File: src/rtl/dma_pkg.sv
package dma_pkg;
  typedef enum logic [1:0] {
    ENG_IDLE = 2'd0,
    ENG_WAIT = 2'd1,
    ENG_PH_A = 2'd2,
    ENG_PH_B = 2'd3
  } eng_state_e;

  localparam logic [1:0] SEL_ADDR  = 2'd0;
  localparam logic [1:0] SEL_COUNT = 2'd1;
  localparam logic [1:0] SEL_CTRL  = 2'd2;

  localparam int CTL_DIR = 0;
  localparam int CTL_GO  = 1;
  localparam int CTL_CLR = 2;
endpackage

File: src/rtl/dma_cfg_regs.sv
module dma_cfg_regs
  import dma_pkg::*;
#(
  parameter int ADDR_W = 32,
  parameter int PAGE_W = 16,
  parameter int REG_W  = 32
) (
  input  logic              clk,
  input  logic              rst,
  input  logic              reg_wr,
  input  logic [1:0]        reg_sel,
  input  logic [REG_W-1:0]  reg_wdata,
  input  logic              busy,
  input  logic              done,
  output logic              start,
  output logic [ADDR_W-1:0] start_addr,
  output logic [PAGE_W-1:0] start_cnt,
  output logic              start_dir,
  output logic              tc_flag,
  output logic              err_flag
);
  logic [ADDR_W-1:0] addr_q;
  logic [PAGE_W-1:0] cnt_q;
  logic [PAGE_W:0]   span;
  logic              crosses;
  logic              ctrl_wr;
  logic              go_req;
  logic              clr_req;

  // end offset of the block; a carry out means it leaves the page
  assign span    = {1'b0, addr_q[PAGE_W-1:0]} + {1'b0, cnt_q};
  assign crosses = span[PAGE_W];
  assign ctrl_wr = reg_wr && (reg_sel == SEL_CTRL);
  assign go_req  = ctrl_wr && reg_wdata[CTL_GO] && !busy;
  assign clr_req = ctrl_wr && reg_wdata[CTL_CLR];

  assign start      = go_req && !crosses;
  assign start_addr = addr_q;
  assign start_cnt  = cnt_q;
  assign start_dir  = reg_wdata[CTL_DIR];

  always_ff @(posedge clk) begin
    if (rst) begin
      addr_q <= '0;
      cnt_q  <= '0;
    end else if (reg_wr && !busy) begin
      if (reg_sel == SEL_ADDR)  addr_q <= reg_wdata[ADDR_W-1:0];
      if (reg_sel == SEL_COUNT) cnt_q  <= reg_wdata[PAGE_W-1:0];
    end
  end

  // setting a flag wins over clearing it in the same cycle
  always_ff @(posedge clk) begin
    if (rst) begin
      tc_flag  <= 1'b0;
      err_flag <= 1'b0;
    end else begin
      if (done)         tc_flag <= 1'b1;
      else if (clr_req) tc_flag <= 1'b0;
      if (go_req && crosses) err_flag <= 1'b1;
      else if (clr_req)      err_flag <= 1'b0;
    end
  end

  AST_REFUSED_STAYS_IDLE: assert property (@(posedge clk) disable iff (rst)
    $rose(err_flag) |-> !busy);
  AST_DONE_SETS_TC: assert property (@(posedge clk) disable iff (rst)
    done |=> tc_flag);
  AST_TC_STICKY: assert property (@(posedge clk) disable iff (rst)
    (tc_flag && !clr_req) |=> tc_flag);
endmodule

File: src/rtl/dma_beat_engine.sv
module dma_beat_engine
  import dma_pkg::*;
#(
  parameter int ADDR_W = 32,
  parameter int DATA_W = 8,
  parameter int PAGE_W = 16
) (
  input  logic              clk,
  input  logic              rst,
  input  logic              start,
  input  logic [ADDR_W-1:0] start_addr,
  input  logic [PAGE_W-1:0] start_cnt,
  input  logic              start_dir,
  input  logic              dreq,
  input  logic [DATA_W-1:0] io_rdata,
  input  logic [DATA_W-1:0] mem_rdata,
  output logic              busy,
  output logic              dack,
  output logic              mem_req,
  output logic              mem_we,
  output logic [ADDR_W-1:0] mem_addr,
  output logic [DATA_W-1:0] mem_wdata,
  output logic [DATA_W-1:0] io_wdata,
  output logic              done
);
  eng_state_e        state_q;
  logic [PAGE_W-1:0] lo_q;
  logic [PAGE_W-1:0] cnt_q;
  logic              dir_q;
  logic [DATA_W-1:0] data_q;
  logic              done_q;
  logic              last_beat;

  assign last_beat = (state_q == ENG_PH_B) && (cnt_q == '0);

  always_ff @(posedge clk) begin
    if (rst) begin
      state_q <= ENG_IDLE;
      lo_q    <= '0;
      cnt_q   <= '0;
      dir_q   <= 1'b0;
      data_q  <= '0;
      done_q  <= 1'b0;
    end else begin
      done_q <= last_beat;
      case (state_q)
        ENG_IDLE: if (start) begin
          state_q <= ENG_WAIT;
          lo_q    <= start_addr[PAGE_W-1:0];
          cnt_q   <= start_cnt;
          dir_q   <= start_dir;
        end
        ENG_WAIT: if (dreq) state_q <= ENG_PH_A;
        ENG_PH_A: begin
          state_q <= ENG_PH_B;
          if (!dir_q) data_q <= io_rdata;
        end
        ENG_PH_B: begin
          lo_q <= lo_q + PAGE_W'(1);
          if (last_beat) begin
            state_q <= ENG_IDLE;
          end else begin
            cnt_q   <= cnt_q - PAGE_W'(1);
            state_q <= dreq ? ENG_PH_A : ENG_WAIT;
          end
        end
        default: state_q <= ENG_IDLE;
      endcase
    end
  end

  // direction 0: acknowledge first, then write; direction 1: read first, then acknowledge
  assign busy      = (state_q != ENG_IDLE);
  assign dack      = dir_q ? (state_q == ENG_PH_B) : (state_q == ENG_PH_A);
  assign mem_req   = dir_q ? (state_q == ENG_PH_A) : (state_q == ENG_PH_B);
  assign mem_we    = mem_req && !dir_q;
  assign mem_wdata = data_q;
  assign io_wdata  = mem_rdata;
  assign done      = done_q;

  generate
    if (ADDR_W > PAGE_W) begin : g_page
      logic [ADDR_W-PAGE_W-1:0] page_q;
      always_ff @(posedge clk) begin
        if (rst)                              page_q <= '0;
        else if (state_q == ENG_IDLE && start) page_q <= start_addr[ADDR_W-1:PAGE_W];
      end
      assign mem_addr = {page_q, lo_q};

      AST_PAGE_FIXED: assert property (@(posedge clk) disable iff (rst)
        (busy && $past(busy)) |-> $stable(mem_addr[ADDR_W-1:PAGE_W]));
    end else begin : g_flat
      assign mem_addr = lo_q[ADDR_W-1:0];
    end
  endgenerate

  AST_PHASE_EXCL: assert property (@(posedge clk) disable iff (rst)
    !(dack && mem_req));
  AST_READ_THEN_ACK: assert property (@(posedge clk) disable iff (rst)
    (mem_req && !mem_we) |=> dack);
  AST_STALL_QUIET: assert property (@(posedge clk) disable iff (rst)
    ($past(busy) && busy && !$past(dreq) && !$past(dack) && !$past(mem_req))
      |-> (!dack && !mem_req));
  AST_IRQ_ONE_CYCLE: assert property (@(posedge clk) disable iff (rst)
    done |=> !done);
  AST_IRQ_IDLE: assert property (@(posedge clk) disable iff (rst)
    done |-> !busy);
  AST_DIR_LOCKED: assert property (@(posedge clk) disable iff (rst)
    (busy && $past(busy)) |-> $stable(dir_q));
endmodule

File: src/rtl/dma_block_mover.sv
module dma_block_mover
  import dma_pkg::*;
#(
  parameter int ADDR_W = 32,
  parameter int DATA_W = 8,
  parameter int PAGE_W = 16,
  parameter int REG_W  = 32
) (
  input  logic              clk,
  input  logic              rst,
  input  logic              reg_wr,
  input  logic [1:0]        reg_sel,
  input  logic [REG_W-1:0]  reg_wdata,
  input  logic              dreq,
  output logic              dack,
  input  logic [DATA_W-1:0] io_rdata,
  output logic [DATA_W-1:0] io_wdata,
  output logic              mem_req,
  output logic              mem_we,
  output logic [ADDR_W-1:0] mem_addr,
  output logic [DATA_W-1:0] mem_wdata,
  input  logic [DATA_W-1:0] mem_rdata,
  output logic              irq,
  output logic              busy,
  output logic              tc_flag,
  output logic              err_flag
);
  logic              start;
  logic [ADDR_W-1:0] start_addr;
  logic [PAGE_W-1:0] start_cnt;
  logic              start_dir;
  logic              done;

  dma_cfg_regs #(
    .ADDR_W(ADDR_W), .PAGE_W(PAGE_W), .REG_W(REG_W)
  ) i_cfg (
    .clk(clk), .rst(rst),
    .reg_wr(reg_wr), .reg_sel(reg_sel), .reg_wdata(reg_wdata),
    .busy(busy), .done(done),
    .start(start), .start_addr(start_addr), .start_cnt(start_cnt),
    .start_dir(start_dir), .tc_flag(tc_flag), .err_flag(err_flag)
  );

  dma_beat_engine #(
    .ADDR_W(ADDR_W), .DATA_W(DATA_W), .PAGE_W(PAGE_W)
  ) i_eng (
    .clk(clk), .rst(rst),
    .start(start), .start_addr(start_addr), .start_cnt(start_cnt),
    .start_dir(start_dir), .dreq(dreq), .io_rdata(io_rdata),
    .mem_rdata(mem_rdata), .busy(busy), .dack(dack),
    .mem_req(mem_req), .mem_we(mem_we), .mem_addr(mem_addr),
    .mem_wdata(mem_wdata), .io_wdata(io_wdata), .done(done)
  );

  assign irq = done;

  AST_QUIET_WHEN_IDLE: assert property (@(posedge clk) disable iff (rst)
    !busy |-> (!dack && !mem_req));
endmodule

File: config.mk
export PLATFORM = sky130hd
export DESIGN_NAME = dma_block_mover
export DESIGN_NICKNAME = d
export VERILOG_FILES = /design/src/rtl/dma_pkg.sv /design/src/rtl/dma_cfg_regs.sv /design/src/rtl/dma_beat_engine.sv /design/src/rtl/dma_block_mover.sv
export SDC_FILE = /design/constraint.sdc
export NUM_CORES = 1
export LEC_CHECK = 0
export CORE_MARGIN = 2
export CORE_UTILIZATION = 57
export DETAILED_ROUTE_END_ITERATION = 12
export DONT_BUFFER_PORTS = 1
export HOLD_SLACK_MARGIN = 0.08
export PLACE_DENSITY = 0.75
export SLEW_MARGIN = 20
export SYNTH_ARGS = -nofsm -noshare
export SYNTH_HDL_FRONTEND = slang
export SYNTH_SLANG_ARGS = --single-unit
File: constraint.sdc
create_clock -name clk -period 2.1 [get_ports clk]
set_input_delay 0.21 -clock clk [delete_from_list [all_inputs] [get_ports clk]]
set_output_delay 0.21 -clock clk [all_outputs]
set_load 0.005 [all_outputs]
==> results.ini, run 1 <==
[timing]
tightestPinTransition_ns = 0.410
fmax_ghz = 0.456
finalCritPeriodShare_pct = 104
setup_viol = 16
skew_ns = 0.0124
hold_violations = 99
hold_slack_ns = -0.116
final_critical_path_setup_slack_ns = -0.0912
final-max-slew-violation-count = 0
max_slew_margin_pct = 72.6
rsz0062_at_grt = yes
setup-tns-final_ns = -0.676
fin_crit_ns = 2.19

[global_route]
grt_max_degree = 114
antenna_found_initial = 0
track_usage_pct = 27.2
grt_pass1_vias = 4491
grt_pass1_wl_um = 21600
grt_overflow = 0

[layout]
final_area_um2 = 6100
fill_cells = 696
syn_to_final_growth_pct = 20.0
antenna_cells = 0
final-seq-area_um2 = 2220
drive_above_1_share_pct = 21.0
utilization_pct = 70.3
multi_input_area_um2 = 2850
layout.nets = 743

[worst_hold_path]
hp-class = in2reg

[floorplan]
die_area_um2 = 9690
core_area_um2 = 8680
io_pins = 109
die_x_um = 98.4
rows = 34
die_h_um = 98.4
initial_core_util_pct = 58.6

[synth]
synth_top_area_share_pct = 43.3
synth_cell_type_count = 56
ys_async_sr_fraction_pct = 0
synth-main-ff-cell = dfxtp_1
syn_area_per_cell_um2 = 7.95
yosys_warnings = 0
synth_area_leaders = dfxtp_1 (43%), nand2_1 (11%), a21oi_1 (11%)
synthSimpleGateAreaFrac_pct = 24.4
synth_mux_area_share_pct = 1.58
synth-adder-area-share_pct = 4.19
synth_enable_flop_cells = 0
synthTopCellsByCount = nand2_1 (155), a21oi_1 (112), dfxtp_1 (110)
synthXorXnorAreaFrac_pct = 0.345
synth_top_family_by_area = simple AND/OR/NAND/NOR gates
ys_seq_area_share_pct = 43.3
synth_nets = 710
syn_area_um2 = 5080
synth-seq-cells = 110
synth-compound-area-share_pct = 20.9
synth_top_cell_by_area = dfxtp_1
synth.most_common_cell = nand2_1
syn_inst = 639

[setup_path]
r2r_end = i_eng.cnt_q[4]
endpoint = i_eng.cnt_q[4]
crit_arrival_ns = 2.49
cp-end-kind = register
required_ns = 2.40
timing.rr.start = i_cfg.start_cnt[6]
path_cells = ha_4 > nand4_1 > or3_4 > o211a_4 > a21boi_4 > buf_6 > buf_16 > o21ai_0 > a21oi_1
cp_max_fo = 8
crit_start = i_cfg.start_cnt[6]
ff2ff_setup_slack_ns = -0.09
cp_slowest_stage_delay_ns = 0.40
slowest_stage = or3_4
startpoint_type = register
ff2ff_path_depth = 9
path_class = reg2reg

[clock_network]
cts_made_buffers = 9
cts_hold_buf = 10
h-tree-depth = 3
root_buffer = clkbuf_8
cts_num_sinks = 110
clk_pin_slew_ns = 0.11
cts_tree = done
worst_skew_pair.late_latency_ns = 0.38
clock_path_buffers = 2

[outcome]
violations = hold timing, setup timing
status = finished with violations

[routing]
first_iter_violations = 280
drtAntennaViolNets = 0
firstDrtPassIters = 5
wl_per_cell_um = 17.2
viasPerCell = 6.01
wl_um = 13500
post-route-drc-count = 0
vias = 4720

[place]
dpl.hpwl_um = 8640
gp_congestion = 0.867
placed_cell_area_um2 = 5420
io_buffers = 0

[job]
maxCapViolCount = 0

[power]
leakage_nw = 2.22
vdd_ir_drop_max_v = 0.000407
p_per_area_nw_per_um2 = 639

[layer usage]
metal	part of all wire (%)	wire [µm]	vias to the layer above	track usage [%]
li1	-	-	2279	-
met1	41	5520	2242	34.7
met2	50	6700	173	46.3
met3	7.3	981	26	6.10
met4	2.3	313	0	7.69
met5	0	0	-	0
[worst min-delay path by stage]
stage	start	to	slack [ns]	cells after the start
finish	rst	i_cfg.start_cnt[8]	-0.12	1
detailed placement	rst	i_eng.cnt_q[8]	0.30	1
global placement	rst	i_eng.cnt_q[12]	0.29	1
floorplan	reg_wdata[16]	i_cfg.start_addr[16]	0.35	2
CTS	rst	i_cfg.start_addr[9]	-0.12	1
global route	rst	i_cfg.start_cnt[7]	-0.13	1
[worst max-delay path: cells and delay by family, from the launching register on]
family                     cells  cell delay [ns]
AOI/OAI and AO/OA              4             0.69
adders and majority gates      1             0.28
buffers and inverters          2             0.29
DFF                            1             0.35
and+or+nand+nor                2             0.51
[per-stage QoR]
stage	power, mW	std cells	setup slack, ns
3_3_place_gp	2.61	750	0.0299
3_5_place_dp	2.62	750	-0.0275
5_1_grt	4.04	785	-0.159
4_1_cts	3.89	781	-0.0251
6_report	3.90	785	-0.0912
2_1_floorplan	2.52	639	0.0115
[layout make-up]
cell class | instances | share of cell area [%]
sequential | 110 | 36.5
clock inverter | 6 | 1.05
multi-input combinational | 474 | 46.7
timing repair buffer | 69 | 11.0
inverter | 8 | 0.492
clock buffer | 10 | 2.09
tap | 108 | 2.21
[kinds of logic (layout without fill, tap and decap cells)]
kind of cell | Yosys count | in the layout
simple gates | 273 | 273
buf+inv | 55 | 93
fa+ha+maj | 17 | 17
xor+xnor | 2 | 2
mux | 8 | 8
compound gates | 174 | 174
flops | 110 | 110
[cell usage in the layout (no fill, tap or decap), types with 9 or more instances in the layout]
cell type / count
nand2_1: 155
a21oi_1: 104
dfxtp_1: 92
buf_4: 46
nor2_1: 40
o21ai_0: 19
dfxtp_2: 18
nand3_1: 16
ha_4: 10
dlygate4sd3_1: 10
nor3_1: 9
a21oi_2: 9
clkbuf_8: 9
[where the power goes]
part / internal (mW) / switching (mW) / total [mW]
sequential: 2.15 / 0.0599 / 2.21
clock: 0.466 / 0.783 / 1.25
combinational: 0.207 / 0.229 / 0.436
[flip-flops by register name (all words and copies together), names as in the netlist]
name,count
i_eng.mem_wdata,8
i_eng.state_q,2
i_cfg.err_flag,1
i_eng.g_page.page_q,16
i_cfg.tc_flag,1
i_eng.dir_q,1
i_eng.lo_q,16
i_eng.done,1
i_eng.cnt_q,16
i_cfg.start_addr,32
i_cfg.start_cnt,16
[repair_timing]
action / CTS / global route
pin swaps: 12 / 15
resized for setup: 30 / 32
buffers inserted: 3 / 3
endpoints found under the setup margin: 23 / 47
gates cloned: 2 / 1
endpoints found under the hold margin: 110 / 100
(Power assumes the default switching activity.)
==> inputs of run 2 (changes only) <==
Settings changed: GPL_TIMING_DRIVEN set to 1.
==> results of run 2 <==
The final DEF is identical to that of run 1; final timing and power are the same.
==> inputs of run 3 (changes only) <==
Settings changed: CORE_UTILIZATION 57 to 59, CTS_BUF_LIST set to sky130_fd_sc_hd__clkbuf_4 sky130_fd_sc_hd__clkbuf_8, PLACE_DENSITY 0.75 to 0.78.
==> run 3 against run 2 <==
The flow still finishes with violations (hold timing, setup timing). Sequential power about the same. Global-route usage decreased by 0.13 points. Largest power group unchanged. Highest routed layer unchanged. Sequential share of layout area increased by 0.41 points. Die area decreased by 3.3%. Clock power about the same. Maximum frequency decreased by 0.47%. Critical endpoint unchanged.
==> results.ini, run 3 (synthesis results as in run 1) <==
[outcome]
status = finished with violations
violations = hold timing, setup timing

[routing]
first_iter_violations = 418
drtAntennaViolNets = 0
vias = 4720
post-route-drc-count = 0
wl_um = 13200
wl_per_cell_um = 16.9
firstDrtPassIters = 5
viasPerCell = 6.04

[place]
placed_cell_area_um2 = 5410
dpl.hpwl_um = 8450
place_ws_ns = -0.0193
place_inst = 750
io_buffers = 0
gp_congestion = 0.857

[layout]
drive_above_1_share_pct = 20.5
final_cells = 782
utilization_pct = 72.5
syn_to_final_growth_pct = 18.4
largest_register_ffs = 32
fill_cells = 610
final_area_um2 = 6020
antenna_cells = 0
layout.nets = 743
layout_commonest_cell = nand2_1
final_cell_mix = nand2_1 (151), a21oi_1 (107), dfxtp_1 (98)

[clock_network]
root_buffer = clkbuf_8
clk_pin_slew_ns = 0.11
cts_hold_buf = 11
clock_path_buffers = 2
cts_made_buffers = 9
cts_tree = done
cts_num_sinks = 110
h-tree-depth = 3
worst_skew_pair.late_latency_ns = 0.38

[global_route]
antenna_found_initial = 0
track_usage_pct = 27.0
grt_pass1_vias = 4395
grt_pass1_wl_um = 21100
grt_overflow = 0
grt_max_degree = 114

[floorplan]
core_area_um2 = 8300
rows = 33
initial_core_util_pct = 61.2
die_x_um = 96.8
die_h_um = 96.8
die_area_um2 = 9370
io_pins = 109

[worst_hold_path]
holdPathStages = 1
worstHoldStart = rst
min_to = i_cfg.start_cnt[14]
hp-class = in2reg

[power]
power.net_switching_mw = 1.09
comb_power_share_pct = 10.7
p_int_mw = 2.82
totalPowerFinal_mw = 3.90
leakage_nw = 2.21
p_per_area_nw_per_um2 = 648
swShare_pct = 27.8
pwr-share-clk_pct = 32.6
vdd_ir_drop_max_v = 0.000521
seqPwrFrac_pct = 56.7

[timing]
hold_violations = 97
hold_slack_ns = -0.104
setup_viol = 25
setup-tns-final_ns = -1.60
tightestPinTransition_ns = 0.380
skew_ns = 0.0127
max_slew_margin_pct = 74.6
final_critical_path_setup_slack_ns = -0.102
fin_crit_ns = 2.20
fmax_ghz = 0.454
rsz0062_at_grt = yes
final-max-slew-violation-count = 0
finalCritPeriodShare_pct = 105

[setup_path]
timing.rr.start = i_cfg.start_cnt[14]
slowest_stage = or3_4
ff2ff_setup_slack_ns = -0.10
crit_arrival_ns = 2.52
cp-end-kind = register
cp_max_fo = 16
path_cells = ha_4 > nand4_1 > or3_4 > o211a_4 > a21boi_4 > buf_8 > o21ai_0 > a21oi_1
startpoint_type = register
cp_slowest_stage_delay_ns = 0.43
path_buf_inv = 1
required_ns = 2.42
path_class = reg2reg
crit_family = compound AO/OA/AOI/OAI gates
r2r_end = i_eng.cnt_q[4]
ff2ff_path_depth = 8

[job]
maxCapViolCount = 0

## run 3: power groups by stage
stage | combinational [mW] | clock [mW] | sequential (mW)
global placement | 0.351 | 0 | 2.25
finish | 0.418 | 1.27 | 2.21
global route | 0.462 | 1.37 | 2.22
detailed placement | 0.363 | 0 | 2.25
CTS | 0.396 | 1.28 | 2.21
floorplan | 0.277 | 0 | 2.24
## run 3: repair_timing
| item | in CTS | in global routing |
|---|---|---|
| gates cloned | 1 | 0 |
| setup endpoints to repair | 35 | 49 |
| hold endpoints to repair | 110 | 99 |
| gates resized for setup | 12 | 55 |
| pin swaps | 5 | 21 |
| setup buffers | 4 | 3 |
## run 3: layout make-up
cell class | instances | area, µm² | share of cell area (%)
multi-input combinational | 474 | 2830 | 47.0
sequential | 110 | 2220 | 36.9
timing repair buffer | 69 | 613 | 10.2
tap | 105 | 131 | 2.18
clock buffer | 9 | 124 | 2.06
clock inverter | 7 | 75.1 | 1.25
inverter | 8 | 30.0 | 0.499
## run 3: worst max-delay path by stage
| stage | slack [ns] | to | start | cells past startpoint |
|---|---|---|---|---|
| 2_1_floorplan | 0.01 | i_eng.lo_q[2] | i_cfg.start_cnt[6] | 9 |
| 3_3_place_gp | 0.02 | i_eng.lo_q[3] | i_cfg.start_addr[7] | 8 |
| 3_5_place_dp | -0.02 | i_eng.cnt_q[9] | i_cfg.start_addr[7] | 8 |
| 4_1_cts | -0.03 | i_eng.cnt_q[9] | i_cfg.start_cnt[10] | 9 |
| 5_1_grt | -0.18 | i_eng.cnt_q[9] | i_cfg.start_cnt[14] | 8 |
| 6_report | -0.10 | i_eng.cnt_q[4] | i_cfg.start_cnt[14] | 8 |
## run 3: routing by layer
metal	GRT usage (%)	part of all wire, %	wire [µm]	up-vias
met5	0	0	0	-
met4	10.2	2.0	259	0
met3	5.35	7.0	929	25
met2	44.7	49	6500	168
met1	35.0	42	5540	2247
li1	-	-	-	2280
